**config.mk**
```make
export PLATFORM = sky130hd
export DESIGN_NAME = idx_smbus_target
export DESIGN_NICKNAME = d
export VERILOG_FILES = /design/src/rtl/ist_pkg.sv /design/src/rtl/ist_line_sync.sv /design/src/rtl/ist_reg_bank.sv /design/src/rtl/ist_proto_fsm.sv /design/src/rtl/idx_smbus_target.sv
export SDC_FILE = /design/constraint.sdc
export NUM_CORES = 1
export LEC_CHECK = 0
export ABC_AREA = 1
export BUFFER_PORTS_ARGS = -buffer_cell sky130_fd_sc_hd__buf_2
export CAP_MARGIN = 0
export CORE_MARGIN = 2
export CORE_UTILIZATION = 56
export CTS_CLUSTER_SIZE = 24
export DETAILED_ROUTE_END_ITERATION = 6
export PLACE_DENSITY = 0.77
export SYNTH_ARGS = -nofsm -noshare
export SYNTH_HDL_FRONTEND = slang
export SYNTH_HIERARCHICAL = 1
export SYNTH_SLANG_ARGS = --single-unit
```
**constraint.sdc**
```tcl
create_clock -name clk -period 3.12 [get_ports clk]
set_input_delay 0.156 -clock clk [delete_from_list [all_inputs] [get_ports clk]]
set_output_delay 0.156 -clock clk [all_outputs]
set_load 0.03 [all_outputs]
```
**src/rtl/ist_pkg.sv**
```systemverilog
package ist_pkg;

    typedef enum logic [2:0] {
        ST_IDLE,
        ST_RX,
        ST_RX_DONE,
        ST_ACK,
        ST_TX,
        ST_TX_END,
        ST_TX_ACK,
        ST_TX_NEXT
    } ist_state_e;

    typedef enum logic [1:0] {
        K_ADDR,
        K_INDEX,
        K_COUNT,
        K_DATA
    } ist_kind_e;

    // Register roles inside the bank
    localparam int ROLE_MODE  = 0;
    localparam int ROLE_OE    = 1;
    localparam int ROLE_STOP  = 2;
    localparam int ROLE_SPARE = 3;
    localparam int ROLE_ID    = 4;
    localparam int ROLE_DEV   = 5;
    localparam int ROLE_RDLEN = 6;
    localparam int ROLE_COUNT = 7;

endpackage

```
**src/rtl/ist_line_sync.sv**
```systemverilog
module ist_line_sync (
    input  logic clk,
    input  logic rst_n,
    input  logic scl_i,
    input  logic sda_i,
    output logic scl_rise,
    output logic scl_fall,
    output logic scl_lvl,
    output logic sda_lvl,
    output logic start_det,
    output logic stop_det
);
    localparam int LINES = 2;   // bit 0: clock line, bit 1: data line

    typedef struct packed {
        logic [LINES-1:0] meta;
        logic [LINES-1:0] sync;
        logic [LINES-1:0] prev;
    } pipe_t;

    pipe_t q, d;
    logic [LINES-1:0] rise, fall;

    always_comb begin
        d      = q;
        d.meta = {sda_i, scl_i};
        d.sync = q.meta;
        d.prev = q.sync;
    end

    always_ff @(posedge clk or negedge rst_n) begin
        if (!rst_n) q <= '{meta: '1, sync: '1, prev: '1};
        else        q <= d;
    end

    for (genvar g = 0; g < LINES; g++) begin : g_edge
        assign rise[g] = q.sync[g] & ~q.prev[g];
        assign fall[g] = ~q.sync[g] & q.prev[g];
    end

    assign scl_rise  = rise[0];
    assign scl_fall  = fall[0];
    assign scl_lvl   = q.sync[0];
    assign sda_lvl   = q.sync[1];
    // Data line moves while the clock line stays high on both samples
    assign start_det = q.sync[0] & q.prev[0] & fall[1];
    assign stop_det  = q.sync[0] & q.prev[0] & rise[1];

endmodule

```
**src/rtl/ist_reg_bank.sv**
```systemverilog
module ist_reg_bank #(
    parameter int          NUM_REGS    = 7,
    parameter int          IDX_W       = 3,
    parameter logic [7:0]  MODE_RESET  = 8'h07,
    parameter logic [7:0]  MODE_WMASK  = 8'hC7,
    parameter logic [7:0]  RDLEN_RESET = 8'h07,
    parameter logic [3:0]  VENDOR_CODE = 4'h1,
    parameter logic [7:0]  DEV_CODE    = 8'h81
) (
    input  logic             clk,
    input  logic             rst_n,
    input  logic             wr_en,
    input  logic [IDX_W-1:0] wr_idx,
    input  logic [7:0]       wr_data,
    input  logic [3:0]       rev_id_i,
    input  logic [IDX_W-1:0] rd_idx,
    output logic [7:0]       rd_data,
    output logic [7:0]       rd_len,
    output logic [7:0]       mode_o,
    output logic [7:0]       out_en_o,
    output logic [7:0]       stop_sel_o
);
    import ist_pkg::*;

    typedef struct packed {
        logic [NUM_REGS-1:0][7:0] regs;
    } bank_t;

    function automatic bank_t reset_image();
        bank_t b;
        for (int i = 0; i < NUM_REGS; i++) begin
            case (i)
                ROLE_MODE:  b.regs[i] = MODE_RESET & MODE_WMASK;
                ROLE_OE:    b.regs[i] = 8'hFF;
                ROLE_ID:    b.regs[i] = {4'h0, VENDOR_CODE};
                ROLE_DEV:   b.regs[i] = DEV_CODE;
                ROLE_RDLEN: b.regs[i] = RDLEN_RESET;
                default:    b.regs[i] = 8'h00;
            endcase
        end
        return b;
    endfunction

    localparam bank_t BANK_RESET = reset_image();

    bank_t q, d;
    logic  is_ro;

    always_comb begin
        d = q;
        // Identification slots are refreshed every cycle and never written
        d.regs[ROLE_ID]  = {rev_id_i, VENDOR_CODE};
        d.regs[ROLE_DEV] = DEV_CODE;
        is_ro = (wr_idx == IDX_W'(ROLE_ID)) || (wr_idx == IDX_W'(ROLE_DEV));
        if (wr_en && !is_ro) begin
            if (wr_idx == IDX_W'(ROLE_MODE)) d.regs[ROLE_MODE] = wr_data & MODE_WMASK;
            else                             d.regs[wr_idx]    = wr_data;
        end
    end

    always_ff @(posedge clk or negedge rst_n) begin
        if (!rst_n) q <= BANK_RESET;
        else        q <= d;
    end

    assign rd_data    = q.regs[rd_idx];
    assign rd_len     = q.regs[ROLE_RDLEN];
    assign mode_o     = q.regs[ROLE_MODE];
    assign out_en_o   = q.regs[ROLE_OE];
    assign stop_sel_o = q.regs[ROLE_STOP];

    // reserved mode bits never show up on the output
    p_reserved_zero_r9: assert property (@(posedge clk) disable iff (!rst_n)
        (mode_o & ~MODE_WMASK) == 8'h00);

    // a write aimed at the device-code slot leaves the code in place
    p_dev_kept_r8: assert property (@(posedge clk) disable iff (!rst_n)
        (wr_en && wr_idx == IDX_W'(ROLE_DEV)) |=> q.regs[ROLE_DEV] == DEV_CODE);

    // a write aimed at the revision slot still shows the revision input
    p_id_kept_r8: assert property (@(posedge clk) disable iff (!rst_n)
        (wr_en && wr_idx == IDX_W'(ROLE_ID)) |=> q.regs[ROLE_ID] == {$past(rev_id_i), VENDOR_CODE});

endmodule

```
**src/rtl/ist_proto_fsm.sv**
```systemverilog
module ist_proto_fsm #(
    parameter int         NUM_REGS = 7,
    parameter int         IDX_W    = 3,
    parameter logic [7:0] WR_ADDR  = 8'hDC,
    parameter logic [7:0] RD_ADDR  = 8'hDD
) (
    input  logic             clk,
    input  logic             rst_n,
    input  logic             scl_rise,
    input  logic             scl_fall,
    input  logic             scl_lvl,
    input  logic             sda_lvl,
    input  logic             start_det,
    input  logic             stop_det,
    input  logic [7:0]       rd_data,
    input  logic [7:0]       rd_len,
    output logic             wr_en,
    output logic [IDX_W-1:0] wr_idx,
    output logic [7:0]       wr_data,
    output logic [IDX_W-1:0] rd_idx,
    output logic             sda_pull
);
    import ist_pkg::*;

    typedef struct packed {
        ist_state_e       state;
        ist_kind_e        kind;
        logic [2:0]       bitcnt;
        logic [7:0]       shreg;
        logic             ack;
        logic             go_tx;
        logic [IDX_W-1:0] ptr;
        logic [7:0]       left;
        logic             drive;
    } fsm_t;

    fsm_t q, d;
    logic [7:0]       rx_byte;
    logic [IDX_W-1:0] next_ptr;

    assign rx_byte  = {q.shreg[6:0], sda_lvl};
    assign next_ptr = (q.ptr == IDX_W'(NUM_REGS - 1)) ? '0 : q.ptr + IDX_W'(1);

    always_comb begin
        d       = q;
        wr_en   = 1'b0;
        wr_idx  = q.ptr;
        wr_data = rx_byte;
        if (stop_det) begin
            d.state = ST_IDLE;
            d.drive = 1'b0;
        end else if (start_det) begin
            d.state  = ST_RX;
            d.kind   = K_ADDR;
            d.bitcnt = '0;
            d.drive  = 1'b0;
        end else begin
            unique case (q.state)
                ST_IDLE: ;
                ST_RX: if (scl_rise) begin
                    d.shreg  = rx_byte;
                    d.bitcnt = q.bitcnt + 3'd1;
                    if (q.bitcnt == 3'd7) begin
                        d.state = ST_RX_DONE;
                        d.ack   = 1'b1;
                        d.go_tx = 1'b0;
                        unique case (q.kind)
                            K_ADDR: begin
                                if (rx_byte == WR_ADDR)      d.kind  = K_INDEX;
                                else if (rx_byte == RD_ADDR) d.go_tx = 1'b1;
                                else                         d.ack   = 1'b0;
                            end
                            K_INDEX: begin
                                d.ptr  = IDX_W'(32'(rx_byte) % NUM_REGS);
                                d.kind = K_COUNT;
                            end
                            K_COUNT: begin
                                d.left = rx_byte;
                                d.kind = K_DATA;
                            end
                            K_DATA: begin
                                if (q.left != 8'd0) begin
                                    wr_en  = 1'b1;
                                    d.left = q.left - 8'd1;
                                    d.ptr  = next_ptr;
                                end else begin
                                    d.ack = 1'b0;
                                end
                            end
                        endcase
                    end
                end
                ST_RX_DONE: if (scl_fall) begin
                    d.drive = q.ack;
                    d.state = ST_ACK;
                end
                ST_ACK: if (scl_fall) begin
                    d.drive  = 1'b0;
                    d.bitcnt = '0;
                    if (!q.ack) begin
                        d.state = ST_IDLE;
                    end else if (q.go_tx) begin
                        d.shreg = rd_len;
                        d.drive = ~rd_len[7];
                        d.state = ST_TX;
                    end else begin
                        d.state = ST_RX;
                    end
                end
                ST_TX: begin
                    if (scl_rise) begin
                        if (q.bitcnt == 3'd7) d.state  = ST_TX_END;
                        else                  d.bitcnt = q.bitcnt + 3'd1;
                    end else if (scl_fall) begin
                        d.shreg = {q.shreg[6:0], 1'b0};
                        d.drive = ~q.shreg[6];
                    end
                end
                ST_TX_END: if (scl_fall) begin
                    d.drive = 1'b0;
                    d.state = ST_TX_ACK;
                end
                ST_TX_ACK: if (scl_rise) begin
                    d.state = sda_lvl ? ST_IDLE : ST_TX_NEXT;
                end
                ST_TX_NEXT: if (scl_fall) begin
                    d.shreg  = rd_data;
                    d.drive  = ~rd_data[7];
                    d.ptr    = next_ptr;
                    d.bitcnt = '0;
                    d.state  = ST_TX;
                end
            endcase
        end
    end

    always_ff @(posedge clk or negedge rst_n) begin
        if (!rst_n) begin
            q <= '{state: ST_IDLE, kind: K_ADDR, bitcnt: '0, shreg: '0, ack: 1'b0,
                   go_tx: 1'b0, ptr: '0, left: '0, drive: 1'b0};
        end else begin
            q <= d;
        end
    end

    assign rd_idx   = q.ptr;
    assign sda_pull = q.drive;

    // nothing pulls the data line while the target is idle
    p_idle_released_r6: assert property (@(posedge clk) disable iff (!rst_n)
        (q.state == ST_IDLE) |-> !q.drive);

    // the data line is only ever pulled while the clock line is low
    p_pull_scl_low_r2: assert property (@(posedge clk) disable iff (!rst_n)
        $rose(q.drive) |-> !scl_lvl);

    // the pointer never leaves the bank
    p_ptr_range_r10: assert property (@(posedge clk) disable iff (!rst_n)
        {1'b0, q.ptr} < (IDX_W + 1)'(NUM_REGS));

    // every accepted data byte consumes one unit of the count
    p_count_dec_r4: assert property (@(posedge clk) disable iff (!rst_n)
        wr_en |=> (q.left == $past(q.left) - 8'd1));

    // sending starts only after an address acknowledge or a host acknowledge
    p_tx_entry_r5: assert property (@(posedge clk) disable iff (!rst_n)
        (q.state == ST_TX && $past(q.state) != ST_TX) |->
        ($past(q.state) == ST_ACK || $past(q.state) == ST_TX_NEXT));

endmodule

```
**src/rtl/idx_smbus_target.sv**
```systemverilog
module idx_smbus_target #(
    parameter int         NUM_REGS    = 7,
    parameter logic [7:0] WR_ADDR     = 8'hDC,
    parameter logic [7:0] RD_ADDR     = 8'hDD,
    parameter logic [7:0] MODE_RESET  = 8'h07,
    parameter logic [7:0] MODE_WMASK  = 8'hC7,
    parameter logic [7:0] RDLEN_RESET = 8'h07,
    parameter logic [3:0] VENDOR_CODE = 4'h1,
    parameter logic [7:0] DEV_CODE    = 8'h81
) (
    input  logic       clk,
    input  logic       rst_n,
    input  logic       scl_i,
    input  logic       sda_i,
    output logic       sda_pull_o,
    input  logic [3:0] rev_id_i,
    output logic [7:0] mode_o,
    output logic [7:0] out_en_o,
    output logic [7:0] stop_sel_o
);
    localparam int IDX_W = $clog2(NUM_REGS);

    logic             scl_rise, scl_fall, scl_lvl, sda_lvl, start_det, stop_det;
    logic             wr_en;
    logic [IDX_W-1:0] wr_idx, rd_idx;
    logic [7:0]       wr_data, rd_data, rd_len;

    ist_line_sync u_sync (
        .clk       (clk),
        .rst_n     (rst_n),
        .scl_i     (scl_i),
        .sda_i     (sda_i),
        .scl_rise  (scl_rise),
        .scl_fall  (scl_fall),
        .scl_lvl   (scl_lvl),
        .sda_lvl   (sda_lvl),
        .start_det (start_det),
        .stop_det  (stop_det)
    );

    ist_proto_fsm #(
        .NUM_REGS (NUM_REGS),
        .IDX_W    (IDX_W),
        .WR_ADDR  (WR_ADDR),
        .RD_ADDR  (RD_ADDR)
    ) u_fsm (
        .clk       (clk),
        .rst_n     (rst_n),
        .scl_rise  (scl_rise),
        .scl_fall  (scl_fall),
        .scl_lvl   (scl_lvl),
        .sda_lvl   (sda_lvl),
        .start_det (start_det),
        .stop_det  (stop_det),
        .rd_data   (rd_data),
        .rd_len    (rd_len),
        .wr_en     (wr_en),
        .wr_idx    (wr_idx),
        .wr_data   (wr_data),
        .rd_idx    (rd_idx),
        .sda_pull  (sda_pull_o)
    );

    ist_reg_bank #(
        .NUM_REGS    (NUM_REGS),
        .IDX_W       (IDX_W),
        .MODE_RESET  (MODE_RESET),
        .MODE_WMASK  (MODE_WMASK),
        .RDLEN_RESET (RDLEN_RESET),
        .VENDOR_CODE (VENDOR_CODE),
        .DEV_CODE    (DEV_CODE)
    ) u_bank (
        .clk        (clk),
        .rst_n      (rst_n),
        .wr_en      (wr_en),
        .wr_idx     (wr_idx),
        .wr_data    (wr_data),
        .rev_id_i   (rev_id_i),
        .rd_idx     (rd_idx),
        .rd_data    (rd_data),
        .rd_len     (rd_len),
        .mode_o     (mode_o),
        .out_en_o   (out_en_o),
        .stop_sel_o (stop_sel_o)
    );

endmodule

```
==> results.json <==
{
  "initial_core_util_pct": 56.87,
  "drc": 0,
  "critPathMaxFanout": 4,
  "final_hold_violating_endpoints": 0,
  "critical_path_cell_with_the_highest_stage_delay": "dfrtp_1",
  "cp_common_cell": "nand2_1",
  "crit_path_largest_cell_delay_ns": 0.42,
  "result_of_the_run": "finished with violations",
  "initial_antenna_violation_count": 0,
  "timing.critical_path.required_ns": 3.43,
  "worst_hold_path.num_cells": 0,
  "synth_area_sq_um": 6083,
  "synth_edf_count": 0,
  "post_synth_inst_count": 812,
  "gp_congestion": 0.9141,
  "setup_total_negative_slack_ns": -0.6726,
  "final.min_clock_period_ns": 3.378,
  "post-place-ws_ns": -0.1964,
  "floorplan.die.height_um": 108.2,
  "yosys.cell_count.top_type": "nand2_1",
  "cts_max_level": 3,
  "area.growth.synth_to_final_pct": 8.741,
  "synth-seq-cells": 91,
  "postRouteWirelength_mm": 13.75,
  "clockRootBuffer": "clkbuf_8",
  "antenna_cells": 0,
  "synth_flop_cell": "dfrtp_1",
  "clock_tree.buffer_depth": 2,
  "max_freq_mhz": 296.1,
  "largest_cells_by_area_after_synthesis": "dfrtp_1 28%, nand2_1 14%, dfstp_2 9.9%",
  "dieWidth_um": 108.2,
  "globalRouteMet2Util_pct": 42.68,
  "setup.worst_path.class": "register to register",
  "vias": 5242,
  "numClockSinks": 91,
  "share_of_cells_above_drive_strength_1_pct": 24.73,
  "drt_pre_antenna_iters": 5,
  "violations": "negative setup slack",
  "groute.layer.met3.usage_pct": 4.822,
  "ant_nets": 0,
  "postSynth.asyncResetShare_pct": 100.0,
  "final_nets": 855,
  "floorplan.die_area_sq_um": 11710,
  "grt_start_max_net_pins": 65,
  "synth.yosys.warnings": 6,
  "avgViaCountPerCell": 5.344,
  "grt-busiest-layer": "met2",
  "min_period_over_period_pct": 108.3,
  "worst_setup_path_start_kind": "register",
  "detail_route.iter0.violations": 455,
  "synth.top_cells.by_count": "220 x nand2_1, 115 x inv_1, 68 x dfrtp_1",
  "worst_hold_path_type": "register to register",
  "cts-buffers-inserted": 9,
  "reg2reg_depth": 26,
  "clk_pin_slew_worst_paths_ns": 0.09,
  "final.setup.worst_slack_ns": -0.2577,
  "synth_area_per_cell_sq_um": 7.492,
  "worst_skew_pair.late_latency_ns": 0.38,
  "core_region_area_sq_um": 10700,
  "globalRouteOverflowTotal": 0,
  "cellPowerDensity_nw_per_um2": 1054,
  "synth.largest_area_cell": "dfrtp_1",
  "timing.critical_path.to_type": "register",
  "routedWlPerCell_um": 14.02,
  "worst_slew_margin_rel_pct": 47.27,
  "cts_tree": "done",
  "wire_length_of_the_first_global_routing_pass_mm": 22.60,
  "leakage_power_nw": 3.317,
  "fin_hold_ws_ns": 0.3586,
  "synthDominantCellAreaShare_pct": 27.97,
  "grt.met1_usage_pct": 30.32,
  "power.ir.vdd_worst_mv": 0.8412,
  "cp.arrival_ns": 3.68,
  "via_count_of_the_first_global_routing_pass": 4892,
  "post_synth_num_cell_types": 51,
  "worst_clock_skew_ns": 0.01319,
  "placementRows": 38,
  "hpwlAfterDp_mm": 9.727,
  "top_level_ports": 33,
  "grt_setup_unrepaired": "yes",
  "timing_max_transition_violations_final": 0,
  "fill_cells": 926,
  "groute.usage.overall_pct": 24.44,
  "worst_pin_slew_ns": 0.7910,
  "synth_seq_area_share_pct": 37.91,
  "maxCapViolCount": 0,
  "setup_viol": 3,
  "numPortBuffers": 32
}
where the power goes:
part,internal (W),switching [W]
sequential,0.00129,0.000200
combinational,0.00184,0.00282
clock,0.000377,0.000446
total,0.00350,0.00347
critical path: cells and delay by family (launching register included):
kind	cells	cell delay, ns
xor gates and xnor gates	1	0.17
AOI/OAI and AO/OA	3	0.49
DFF	1	0.42
and+or+nand+nor	17	1.50
buffers and inverters	2	0.12
adders and majority gates	3	0.61
logic make-up after synthesis:
group                      share of synthesized area (%)
AOI/OAI and AO/OA                                  14.52
xor gates and xnor gates                          0.2880
adders and majority gates                          2.262
buffers and inverters                              16.74
DFF                                                37.91
other                                             0.1235
and+or+nand+nor                                    28.16
registers in the layout, indices dropped and copies added, names as in the netlist:
signal             flops
u_sync/q               2
u_sync/d               2
u_bank/out_en_o        8
u_bank/rd_len          8
u_bank/stop_sel_o      8
u_bank/q              24
u_fsm/wr_data          7
u_sync/scl_lvl         1
u_fsm/rd_idx           3
u_bank/mode_o          8
u_fsm/q               18
u_fsm/sda_pull         1
u_sync/sda_lvl         1
routing by layer:
metal	wire (um)	part of all wire (%)
met1	5911	43
met3	633	4.6
met2	6959	51
met4	248	1.8
met5	0	0
final timing paths:
path | start | to | slack, ns
worst max-delay path | u_fsm/wr_data[5] | u_fsm/rd_idx[2] | -0.26
worst min-delay path | u_sync/d[3] | u_sync/sda_lvl | 0.36
worst max register to register | u_fsm/wr_data[5] | u_fsm/rd_idx[2] | -0.26
worst min register to register | u_sync/d[3] | u_sync/sda_lvl | 0.36
max in group asynchronous | rst_n | u_sync/q[0] | 1.94
min in group asynchronous | rst_n | u_bank/mode_o[6] | 0.40
placed cells by master (no fill, tap or decap), types with 2 or more instances in the layout:
master,Yosys,routed
clkinvlp_4,0,2
nand3_1,48,46
o31ai_1,3,3
o221ai_1,2,2
a22oi_1,9,9
ha_1,11,8
o21ai_2,30,30
conb_1,2,12
dlygate4sd3_1,0,7
a21oi_1,12,12
a21oi_2,4,3
o21ai_0,35,35
dfrtp_1,68,68
nand4_1,4,4
inv_6,0,2
nor3_1,4,4
buf_2,2,31
nand2_1,220,216
inv_4,2,3
buf_4,51,40
nor4_1,4,4
nand2_2,19,20
o21ai_1,12,12
clkbuf_8,0,9
nand3_2,9,7
a31oi_1,9,9
nor2_1,54,54
ha_4,0,3
clkbuf_1,11,2
inv_1,115,113
dfstp_2,23,23
inv_2,5,7
nand3_4,2,6
o211ai_1,3,3
nor2_2,3,2
nor2_4,4,5
nand2_4,3,6
through the flow:
stage               instance area, sq um  total power (W)  std cells  utilization [%]
floorplan                           6183         0.004639        822                -
CTS                                 6519         0.006495        978            60.94
global route                        6615         0.007514        981            61.84
detailed placement                  6185         0.005453        947            57.81
finish                              6615         0.006969        981            61.84
global placement                    6185         0.005299        947            57.81
layout make-up:
| class | count | area, sq um | share of cell area, % |
|---|---|---|---|
| Tap cell | 140 | 175.2 | 2.648 |
| Multi-Input combinational cell | 533 | 2945 | 44.52 |
| Clock inverter | 5 | 62.56 | 0.9457 |
| Sequential cell | 91 | 2306 | 34.86 |
| Inverter | 123 | 469.2 | 7.093 |
| Clock buffer | 11 | 131.4 | 1.986 |
| Timing Repair Buffer | 78 | 525.5 | 7.944 |
what timing repair did:
action	4_1_cts	5_1_grt
hold buffers	7	0
setup buffers	8	3
pin swaps	15	16
setup endpoints to repair	3	3
hold endpoints to repair	51	0
resized for setup	3	13
Note: power is estimated with default switching activity, not from simulation.
